$ cat src/rtl/sih_pkg.sv
package sih_pkg;
  localparam int ADDR_W = 5;
  localparam logic [4:0] A_STAT0 = 5'h00;
  localparam logic [4:0] A_MASK0 = 5'h04;
  localparam logic [4:0] A_SET0  = 5'h08;
  localparam logic [4:0] A_STAT1 = 5'h0C;
  localparam logic [4:0] A_MASK1 = 5'h10;
  localparam logic [4:0] A_SET1  = 5'h14;
  localparam logic [4:0] A_TRIG  = 5'h18;
  localparam logic [4:0] A_CTRL  = 5'h1F;
  localparam int CTRL_COR  = 0;
  localparam int CTRL_HOLD = 1;
endpackage

$ cat src/rtl/sih_sync.sv
module sih_sync #(
  parameter int NSRC = 12
) (
  input  logic              clk,
  input  logic              rst,
  input  logic [NSRC-1:0]   src_in,
  input  logic [2*NSRC-1:0] trig,
  output logic [NSRC-1:0]   ev
);
  logic [NSRC-1:0] meta_q, lvl_q, prev_q;

  always_ff @(posedge clk) begin
    if (rst) begin
      meta_q <= '0;
      lvl_q  <= '0;
      prev_q <= '0;
    end else begin
      meta_q <= src_in;
      lvl_q  <= meta_q;
      prev_q <= lvl_q;
    end
  end

  for (genvar i = 0; i < NSRC; i++) begin : g_det
    assign ev[i] = (lvl_q[i] & ~prev_q[i] & trig[2*i+1])
                 | (~lvl_q[i] & prev_q[i] & trig[2*i]);
  end
endmodule

$ cat src/rtl/sih_line.sv
module sih_line #(
  parameter int         NSRC = 12,
  parameter logic [4:0] A_ST = 5'h00,
  parameter logic [4:0] A_MK = 5'h04,
  parameter logic [4:0] A_SE = 5'h08
) (
  input  logic            clk,
  input  logic            rst,
  input  logic [NSRC-1:0] ev,
  input  logic            cor,
  input  logic            hold,
  input  logic [4:0]      addr,
  input  logic            wr,
  input  logic            rd,
  input  logic [7:0]      wdata,
  output logic [NSRC-1:0] stat,
  output logic [NSRC-1:0] mask,
  output logic            int_n
);
  logic [NSRC-1:0] pend, clr, setf, mwr, ev_all, stat_n, pend_n;

  for (genvar i = 0; i < NSRC; i++) begin : g_bit
    localparam logic [4:0] OFS = 5'(i / 8);
    logic hit_st;
    assign hit_st  = (addr == A_ST + OFS);
    assign clr[i]  = cor ? (rd & hit_st & stat[i]) : (wr & hit_st & wdata[i % 8]);
    assign setf[i] = wr & (addr == A_SE + OFS) & wdata[i % 8];
    assign mwr[i]  = wr & (addr == A_MK + OFS);
  end

  assign ev_all = ev | setf;
  assign stat_n = (stat & ~clr) | ev_all | (pend & clr);
  assign pend_n = hold ? ((pend & ~clr) | (ev_all & stat & ~clr)) : '0;

  always_ff @(posedge clk) begin
    if (rst) begin
      stat  <= '0;
      pend  <= '0;
      mask  <= '1;
      int_n <= 1'b1;
    end else begin
      stat  <= stat_n;
      pend  <= pend_n;
      int_n <= ~|(stat & ~mask);
      for (int i = 0; i < NSRC; i++)
        if (mwr[i]) mask[i] <= wdata[i % 8];
    end
  end

  // state right after reset release
  a_r1_reset_state: assert property (@(posedge clk) disable iff (rst)
    $past(rst) |-> (mask == '1) && (stat == '0) && int_n);

  // a held event exists only behind a pending status bit
  a_r8_pend_behind_stat: assert property (@(posedge clk) disable iff (rst)
    (pend & ~stat) == '0);

  // in write-clear mode a read leaves status untouched
  a_r6_read_no_clear: assert property (@(posedge clk) disable iff (rst)
    (!cor && rd && !wr && ev == '0) |=> stat == $past(stat));

  // forcing bit 0 through the set register latches it
  a_r9_set_forces: assert property (@(posedge clk) disable iff (rst)
    (wr && addr == A_SE && wdata[0]) |=> stat[0]);
endmodule

$ cat src/rtl/sih_bank.sv
module sih_bank
  import sih_pkg::*;
#(
  parameter int NSRC = 12
) (
  input  logic            clk,
  input  logic            rst,
  input  logic [NSRC-1:0] src_in,
  input  logic [4:0]      reg_addr,
  input  logic            reg_wr,
  input  logic            reg_rd,
  input  logic [7:0]      reg_wdata,
  output logic [7:0]      reg_rdata,
  output logic [1:0]      int_n
);
  localparam int TW = 2 * NSRC;

  logic [TW-1:0]   trig;
  logic [1:0]      ctrl;
  logic [NSRC-1:0] ev, en_any;
  logic [NSRC-1:0] stat_q [2];
  logic [NSRC-1:0] mask_q [2];
  logic [31:0]     st0p, st1p, mk0p, mk1p;
  logic [63:0]     trp;
  logic [7:0]      rd_byte;

  initial assert (NSRC >= 1 && NSRC <= 24);

  sih_sync #(.NSRC(NSRC)) u_sync (
    .clk(clk), .rst(rst), .src_in(src_in), .trig(trig), .ev(ev)
  );

  for (genvar l = 0; l < 2; l++) begin : g_line
    localparam logic [4:0] ST = (l == 0) ? A_STAT0 : A_STAT1;
    localparam logic [4:0] MK = (l == 0) ? A_MASK0 : A_MASK1;
    localparam logic [4:0] SE = (l == 0) ? A_SET0  : A_SET1;
    sih_line #(.NSRC(NSRC), .A_ST(ST), .A_MK(MK), .A_SE(SE)) u_line (
      .clk(clk), .rst(rst), .ev(ev),
      .cor(ctrl[CTRL_COR]), .hold(ctrl[CTRL_HOLD]),
      .addr(reg_addr), .wr(reg_wr), .rd(reg_rd), .wdata(reg_wdata),
      .stat(stat_q[l]), .mask(mask_q[l]), .int_n(int_n[l])
    );
  end

  for (genvar j = 0; j < TW; j++) begin : g_trig
    localparam logic [4:0] TA = A_TRIG + 5'(j / 8);
    always_ff @(posedge clk) begin
      if (rst) trig[j] <= 1'b0;
      else if (reg_wr && reg_addr == TA) trig[j] <= reg_wdata[j % 8];
    end
  end

  for (genvar i = 0; i < NSRC; i++) begin : g_en
    assign en_any[i] = trig[2*i] | trig[2*i+1];
  end

  always_ff @(posedge clk) begin
    if (rst) ctrl <= '0;
    else if (reg_wr && reg_addr == A_CTRL) ctrl <= reg_wdata[1:0];
  end

  assign st0p = 32'(stat_q[0]);
  assign st1p = 32'(stat_q[1]);
  assign mk0p = 32'(mask_q[0]);
  assign mk1p = 32'(mask_q[1]);
  assign trp  = 64'(trig);

  always_comb begin
    rd_byte = '0;
    case (reg_addr[4:2])
      3'd0: rd_byte = st0p[{reg_addr[1:0], 3'b000} +: 8];
      3'd1: rd_byte = mk0p[{reg_addr[1:0], 3'b000} +: 8];
      3'd3: rd_byte = st1p[{reg_addr[1:0], 3'b000} +: 8];
      3'd4: rd_byte = mk1p[{reg_addr[1:0], 3'b000} +: 8];
      3'd6, 3'd7: begin
        if (reg_addr == A_CTRL) rd_byte = {6'b0, ctrl};
        else rd_byte = trp[{reg_addr[2:0], 3'b000} +: 8];
      end
      default: rd_byte = '0;
    endcase
  end

  always_ff @(posedge clk) begin
    if (rst) reg_rdata <= '0;
    else if (reg_rd) reg_rdata <= rd_byte;
  end

  // an unarmed source never produces an event
  a_r3_unarmed_silent: assert property (@(posedge clk) disable iff (rst)
    (ev & ~en_any) == '0);
endmodule

$ cat config.mk
export PLATFORM = sky130hd
export DESIGN_NAME = sih_bank
export DESIGN_NICKNAME = d
export VERILOG_FILES = /design/src/rtl/sih_pkg.sv /design/src/rtl/sih_sync.sv /design/src/rtl/sih_line.sv /design/src/rtl/sih_bank.sv
export SDC_FILE = /design/constraint.sdc
export NUM_CORES = 1
export LEC_CHECK = 0
export ABC_AREA = 1
export CAP_MARGIN = 20
export CORE_ASPECT_RATIO = 1.4
export CORE_MARGIN = 2
export CORE_UTILIZATION = 35
export DETAILED_ROUTE_END_ITERATION = 8
export DONT_BUFFER_PORTS = 1
export MAX_ROUTING_LAYER = met4
export SYNTH_ARGS = -nofsm -noshare
export SYNTH_HDL_FRONTEND = slang
export SYNTH_HIERARCHICAL = 1
export SYNTH_SLANG_ARGS = --single-unit
$ cat constraint.sdc
create_clock -name clk -period 2.3 [get_ports clk]
set_input_delay 0.46 -clock clk [delete_from_list [all_inputs] [get_ports clk]]
set_output_delay 0.46 -clock clk [all_outputs]
set_load 0.01 [all_outputs]
==> results of run 1 <==
## worst min-delay path by stage
stage / start / end / slack, ns
2_1_floorplan: u_sync/meta_q[0] / u_sync/lvl_q[0] / 0.39
5_1_grt: rst / u_sync/meta_q[5] / 0.07
3_3_place_gp: u_sync/meta_q[11] / u_sync/lvl_q[11] / 0.39
3_5_place_dp: u_sync/meta_q[4] / u_sync/lvl_q[4] / 0.39
4_1_cts: rst / u_sync/lvl_q[11] / 0.07
6_report: rst / u_sync/meta_q[10] / 0.09
## cell usage after synthesis, drive strengths merged
cell type,n
nand3,149
clkinv,4
nand4,40
o22ai,12
dfxtp,144
nor3,1
clkbuf,9
inv,213
buf,29
o21ai,34
o21a,8
a21oi,49
nand3b,8
o211ai,30
nor2,156
nand2,257
## state kept, by name, summed over array words and instances, names as in the netlist
name,flops
ctrl,2
u_sync/lvl_q,12
g_line.u_line/stat,24
reg_rdata,8
u_sync/meta_q,12
trig,24
u_sync/prev_q,12
g_line.u_line/mask,24
g_line.u_line/pend,24
g_line.u_line/int_n,2
## through the flow
stage | total power, mW | cell area, um2 | std cells | hold WS, ns
final | 5.626 | 8305 | 1406 | 0.09128
after global routing | 5.820 | 8305 | 1406 | 0.07355
after CTS | 5.681 | 8305 | 1406 | 0.07258
after detailed placement | 2.952 | 7734 | 1374 | 0.3947
after global placement | 2.953 | 7734 | 1374 | 0.3898
after floorplan | 2.916 | 7619 | 1143 | 0.3883
## cell families after synthesis
logic type	after synthesis	share of synthesized area (%)
and+or+nand+nor	611	37.51
buffers and inverters	255	14.37
DFF	144	37.84
AOI/OAI and AO/OA	133	10.28
## per-layer routing
layer  wire (um)  vias to the layer above  global-route usage, %
met5           0                        -                      -
met4         679                        0                  9.013
met3        1378                       39                  5.249
met2       11030                      185                  35.69
met1        9451                     3186                  23.67
li1            -                     3609                      -
## area by class of cell
class                           instances  share of cell area, %
Multi-Input combinational cell        744                  43.84
Clock inverter                         12                  1.627
Sequential cell                       144                  34.71
Clock buffer                           20                  5.258
Timing Repair Buffer                    9                 0.8135
Inverter                              217                  9.837
Tap cell                              260                  3.917
## placed cells by master (no fill, tap or decap)
cell type / netlist / final
bufinv_16: 0 / 2
o21ai_2: 1 / 1
o21ai_1: 1 / 1
clkinv_1: 4 / 4
buf_4: 5 / 9
nand4_1: 40 / 40
clkinvlp_4: 0 / 4
inv_6: 0 / 2
nand2_1: 246 / 246
nand3b_1: 8 / 8
nor2_4: 6 / 6
dfxtp_1: 144 / 144
clkbuf_16: 0 / 17
a21oi_2: 1 / 1
nor2_1: 137 / 137
o22ai_1: 12 / 12
nand2_2: 10 / 10
nor2_2: 9 / 9
clkinv_2: 0 / 2
nor2_8: 4 / 4
clkinv_4: 0 / 2
inv_1: 207 / 207
clkbuf_1: 8 / 3
o21a_1: 8 / 8
inv_4: 1 / 1
nand3_1: 135 / 135
a21oi_1: 48 / 48
nor3_4: 1 / 1
inv_2: 5 / 5
nand3_2: 14 / 14
nand2_4: 1 / 1
o21ai_0: 32 / 32
o211ai_1: 30 / 30
## worst max-delay path, stage by stage, from the launching register on
cell and delay [ns]:
dfxtp_1 0.33, buf_4 0.35, nand2_1 0.09, inv_1 0.06, nand4_1 0.14, nand3_1 0.15, nand3_1 0.08, nand2_1 0.06
inv_1 0.03
## report_power, final
group          switching (mW)  internal [mW]
Combinational           0.220         0.0965
Clock                    1.13           1.60
Sequential             0.0390           2.54
Total                    1.39           4.24
==> results.sh, run 1 <==
export IMPL_power_leakage_nw=4.022
export IMPL_start_util_pct=35.80
export IMPL_nNetsFinal=1162
export IMPL_grt_pass1_vias=6789
export IMPL_cp_end_kind="flop"
export IMPL_rsz0062_at_grt="false"
export IMPL_ys_seq_area_share_pct=37.84
export IMPL_utilization_pct=39.02
export IMPL_antenna_found_initial=0
export IMPL_clk_latency_ns=0.44
export IMPL_post_dp_hpwl_um=16510
export IMPL_cp_endpoint="g_line[1].u_line/stat[7]"
export IMPL_grt_overflow=0
export IMPL_synth_fp_nets=1172
export IMPL_ios=39
export IMPL_fin_crit_ns=1.406
export IMPL_slew_violations=0
export IMPL_r2r_slack_ns=0.89
export IMPL_cp_arrival_ns=1.74
export IMPL_cts_tree="built"
export IMPL_multi_input_area_mm2=0.003641
export IMPL_reg2reg_from="ctrl[0]"
export IMPL_status="finished clean"
export IMPL_pre_cts_ws_ns=0.5395
export IMPL_cts_inserted_buffers=17
export IMPL_die_w_um=128.7
export IMPL_fmax_ghz=0.7111
export IMPL_yosys_cell_types_count=32
export IMPL_r2r_end="g_line[1].u_line/stat[7]"
export IMPL_synth_area_leaders="dfxtp_1, nand2_1, inv_1"
export IMPL_post_route_period_util_pct=61.14
export IMPL_worst_pin_slew_ns=0.5945
export IMPL_die_height_um=178.6
export IMPL_io_buffer_count=0
export IMPL_finalSetupViolations=0
export IMPL_antenna_cells=0
export IMPL_yosysTopAreaCell="dfxtp_1"
export IMPL_initialDrtViolationCount=350
export IMPL_hold_viol=0
export IMPL_worstSetupPathType="flop to flop"
export IMPL_crit_start="ctrl[0]"
export IMPL_dr_pass1_iters=5
export IMPL_layout_drive_gt1_share_pct=7.941
export IMPL_min_path_type="input pin to flop"
export IMPL_core_area_mm2=0.02128
export IMPL_cts_resized=0
export IMPL_syn_instance_count=1143
export IMPL_grt_use_total_pct=21.13
export IMPL_cts_root_buffer="clkbuf_16"
export IMPL_worstPathRequired_ns=2.63
export IMPL_wirelength_um=22540
export IMPL_via_per_inst=4.992
export IMPL_fin_tns_setup_ns=0
export IMPL_htreeDepth=4
export IMPL_ir_worst_vdd_mv=0.5145
export IMPL_grt_pass1_wl_um=36180
export IMPL_r2r_worst_path_cells=8
export IMPL_drc_errors=0
export IMPL_clock_sinks=144
export IMPL_grt_max_degree=41
export IMPL_seq_area_mm2=0.002883
export IMPL_dieArea_mm2=0.02298
export IMPL_drtAntennaViolNets=0
export IMPL_cts_path_max_buffers=2
export IMPL_place_congestion=0.9046
export IMPL_p_per_area_mw_per_mm2=677.4
export IMPL_crit_fanout=34
export IMPL_hold_path_depth=1
export IMPL_yosys_warnings=6
export IMPL_rows=63
export IMPL_syn_to_final_growth_pct=9.016
export IMPL_synth_seq_cells=144
export IMPL_cts_setup_buffers=0
export IMPL_hold_buffers=0
export IMPL_wl_per_cell_um=16.03
export IMPL_maxCapViolations=0
export IMPL_layout_setup_ws_ns=0.8938
export IMPL_syn_avg_cell_area_um2=6.665
export IMPL_crit_path_start_kind="flop"
export IMPL_slew_headroom_pct=60.33
export IMPL_syn_area_mm2=0.007619
export IMPL_dr_total_vias=7019
export IMPL_path_clk_slew_ns=0.06
export IMPL_fin_skew_ns=0.008758
export IMPL_num_fill_cells=2281
export IMPL_synth_top_area_share_pct=37.84
(Power assumes the default switching activity.)
==> run 2, diff against run 1 <==
- clock period: 2.3 -> 1.33 ns (I/O delays scaled with it)
==> results.sh, run 2 (synthesis gave the netlist of run 1 again) <==
export IMPL_p_sw_mw=2.389
export IMPL_p_per_area_mw_per_mm2=1174
export IMPL_worstHoldStart="reg_wdata[0]"
export IMPL_maxCapViolations=0
export IMPL_min_path_type="input pin to flop"
export IMPL_die_w_um=128.7
export IMPL_layout_commonest_cell="nand2_1"
export IMPL_placed_area_mm2=0.008031
export IMPL_ir_worst_vdd_mv=0.9866
export IMPL_whs_endpoint="trig[16]"
export IMPL_power_leakage_nw=4.329
export IMPL_initialDrtViolationCount=331
export IMPL_place_congestion=0.9084
export IMPL_dieArea_mm2=0.02298
export IMPL_utilization_pct=41.93
export IMPL_clk_latency_ns=0.44
export IMPL_finalSetupViolations=0
export IMPL_cts_inserted_buffers=17
export IMPL_drc_errors=0
export IMPL_totalPowerFinal_mw=10.48
export IMPL_die_height_um=178.6
export IMPL_stdcell_area_mm2=0.008925
export IMPL_clock_sinks=144
export IMPL_slew_headroom_pct=74.93
export IMPL_dr_pass1_iters=5
export IMPL_grt_pass1_vias=6838
export IMPL_hold_path_depth=2
export IMPL_fin_tns_setup_ns=0
export IMPL_worst_pin_slew_ns=0.3749
export IMPL_cp_arrival_ns=1.56
export IMPL_final_cell_mix="nand2_1, inv_1, dfxtp_1"
export IMPL_via_per_inst=4.985
export IMPL_num_fill_cells=2250
export IMPL_status="finished clean"
export IMPL_grt_max_degree=37
export IMPL_wirelength_um=23060
export IMPL_core_area_mm2=0.02128
export IMPL_worstSetupPathType="flop to flop"
export IMPL_layout_drive_gt1_share_pct=10.62
export IMPL_wl_per_cell_um=15.84
export IMPL_fin_crit_ns=1.230
export IMPL_fmax_ghz=0.8127
export IMPL_r2r_slack_ns=0.1
export IMPL_syn_to_final_growth_pct=17.15
export IMPL_slew_violations=0
export IMPL_rsz0062_at_grt="true"
export IMPL_grt_pass1_wl_um=36310
export IMPL_post_dp_hpwl_um=16620
export IMPL_path_clk_slew_ns=0.06
export IMPL_worstPathRequired_ns=1.66
export IMPL_p_clk_share_pct=50.7
export IMPL_cts_tree="built"
export IMPL_crit_fanout=28
export IMPL_post_route_period_util_pct=92.52
export IMPL_cts_root_buffer="clkbuf_16"
export IMPL_io_buffer_count=0
export IMPL_fin_skew_ns=0.01369
export IMPL_start_util_pct=35.80
export IMPL_cp_end_kind="flop"
export IMPL_r2r_end="g_line[1].u_line/pend[10]"
export IMPL_ios=39
export IMPL_nNetsFinal=1212
export IMPL_drtAntennaViolNets=0
export IMPL_hold_viol=0
export IMPL_swShare_pct=22.79
export IMPL_crit_path_start_kind="flop"
export IMPL_rows=63
export IMPL_dr_total_vias=7258
export IMPL_power_frac_comb_pct=6.6
export IMPL_p_seq_share_pct=42.6
export IMPL_layout_setup_ws_ns=0.09952
export IMPL_antenna_cells=0
export IMPL_reg2reg_from="ctrl[0]"
export IMPL_pre_cts_ws_ns=-0.01789
export IMPL_htreeDepth=4
export IMPL_p_int_mw=8.092
export IMPL_r2r_worst_path_cells=6
export IMPL_grt_use_total_pct=21.60
export IMPL_grt_overflow=0
export IMPL_antenna_found_initial=0
export IMPL_cts_path_max_buffers=2
export IMPL_crit_start="ctrl[0]"
-- run 2: timing repair --
item                       in CTS  in global routing
hold endpoints to repair       54                  0
setup buffers                   0                  1
hold buffers                   21                  0
resized for setup               0                  3
setup endpoints to repair       0                 16
-- run 2: worst max-delay path, cell delays in order (launching register included) --
cell and delay [ns]:
dfxtp_2 0.34, buf_12 0.16, nor2_1 0.17, nand4_1 0.18
buf_4 0.17, nand3_1 0.05, nor2_1 0.04
-- run 2: layer usage --
layer	track usage [%]	up-vias	share of wire [%]
met2	36.35	182	49
met3	4.739	50	5.5
li1	-	3707	-
met5	-	-	0
met4	11.64	0	4.6
met1	23.70	3319	41
-- run 2: worst max-delay path by stage --
stage / slack [ns] / end
2_1_floorplan: 0.05 / reg_rdata[2]
3_3_place_gp: 0.04 / g_line[0].u_line/pend[1]
3_5_place_dp: -0.02 / g_line[0].u_line/pend[1]
4_1_cts: 0.02 / g_line[0].u_line/stat[3]
5_1_grt: -0.01 / g_line[1].u_line/stat[2]
6_report: 0.1 / g_line[1].u_line/pend[10]
-- run 2: final cells by class --
| class | count | area, um2 | area share, % |
|---|---|---|---|
| tap | 260 | 325.3 | 3.645 |
| timing repair buffer | 59 | 593.1 | 6.645 |
| clock buffer | 19 | 452.9 | 5.075 |
| multi-input combinational | 744 | 3643 | 40.82 |
| clock inverter | 13 | 209.0 | 2.341 |
| sequential | 144 | 2884 | 32.31 |
| inverter | 217 | 817.0 | 9.155 |
-- run 2: per-stage QoR --
step / hold slack [ns] / instances
2_1_floorplan: 0.3730 / 1143
3_3_place_gp: 0.3368 / 1402
3_5_place_dp: 0.3375 / 1402
4_1_cts: 0.001773 / 1455
5_1_grt: 0.02639 / 1456
6_report: 0.006091 / 1456
-- run 2: power groups by stage --
stage                     combinational (mW)  clock (mW)  sequential (mW)
after detailed placement               0.608           0             4.56
final                                  0.697        5.32             4.47
after CTS                              0.696        5.42             4.46
after global routing                   0.781        5.60             4.47
after floorplan                        0.507           0             4.54
after global placement                 0.604           0             4.56
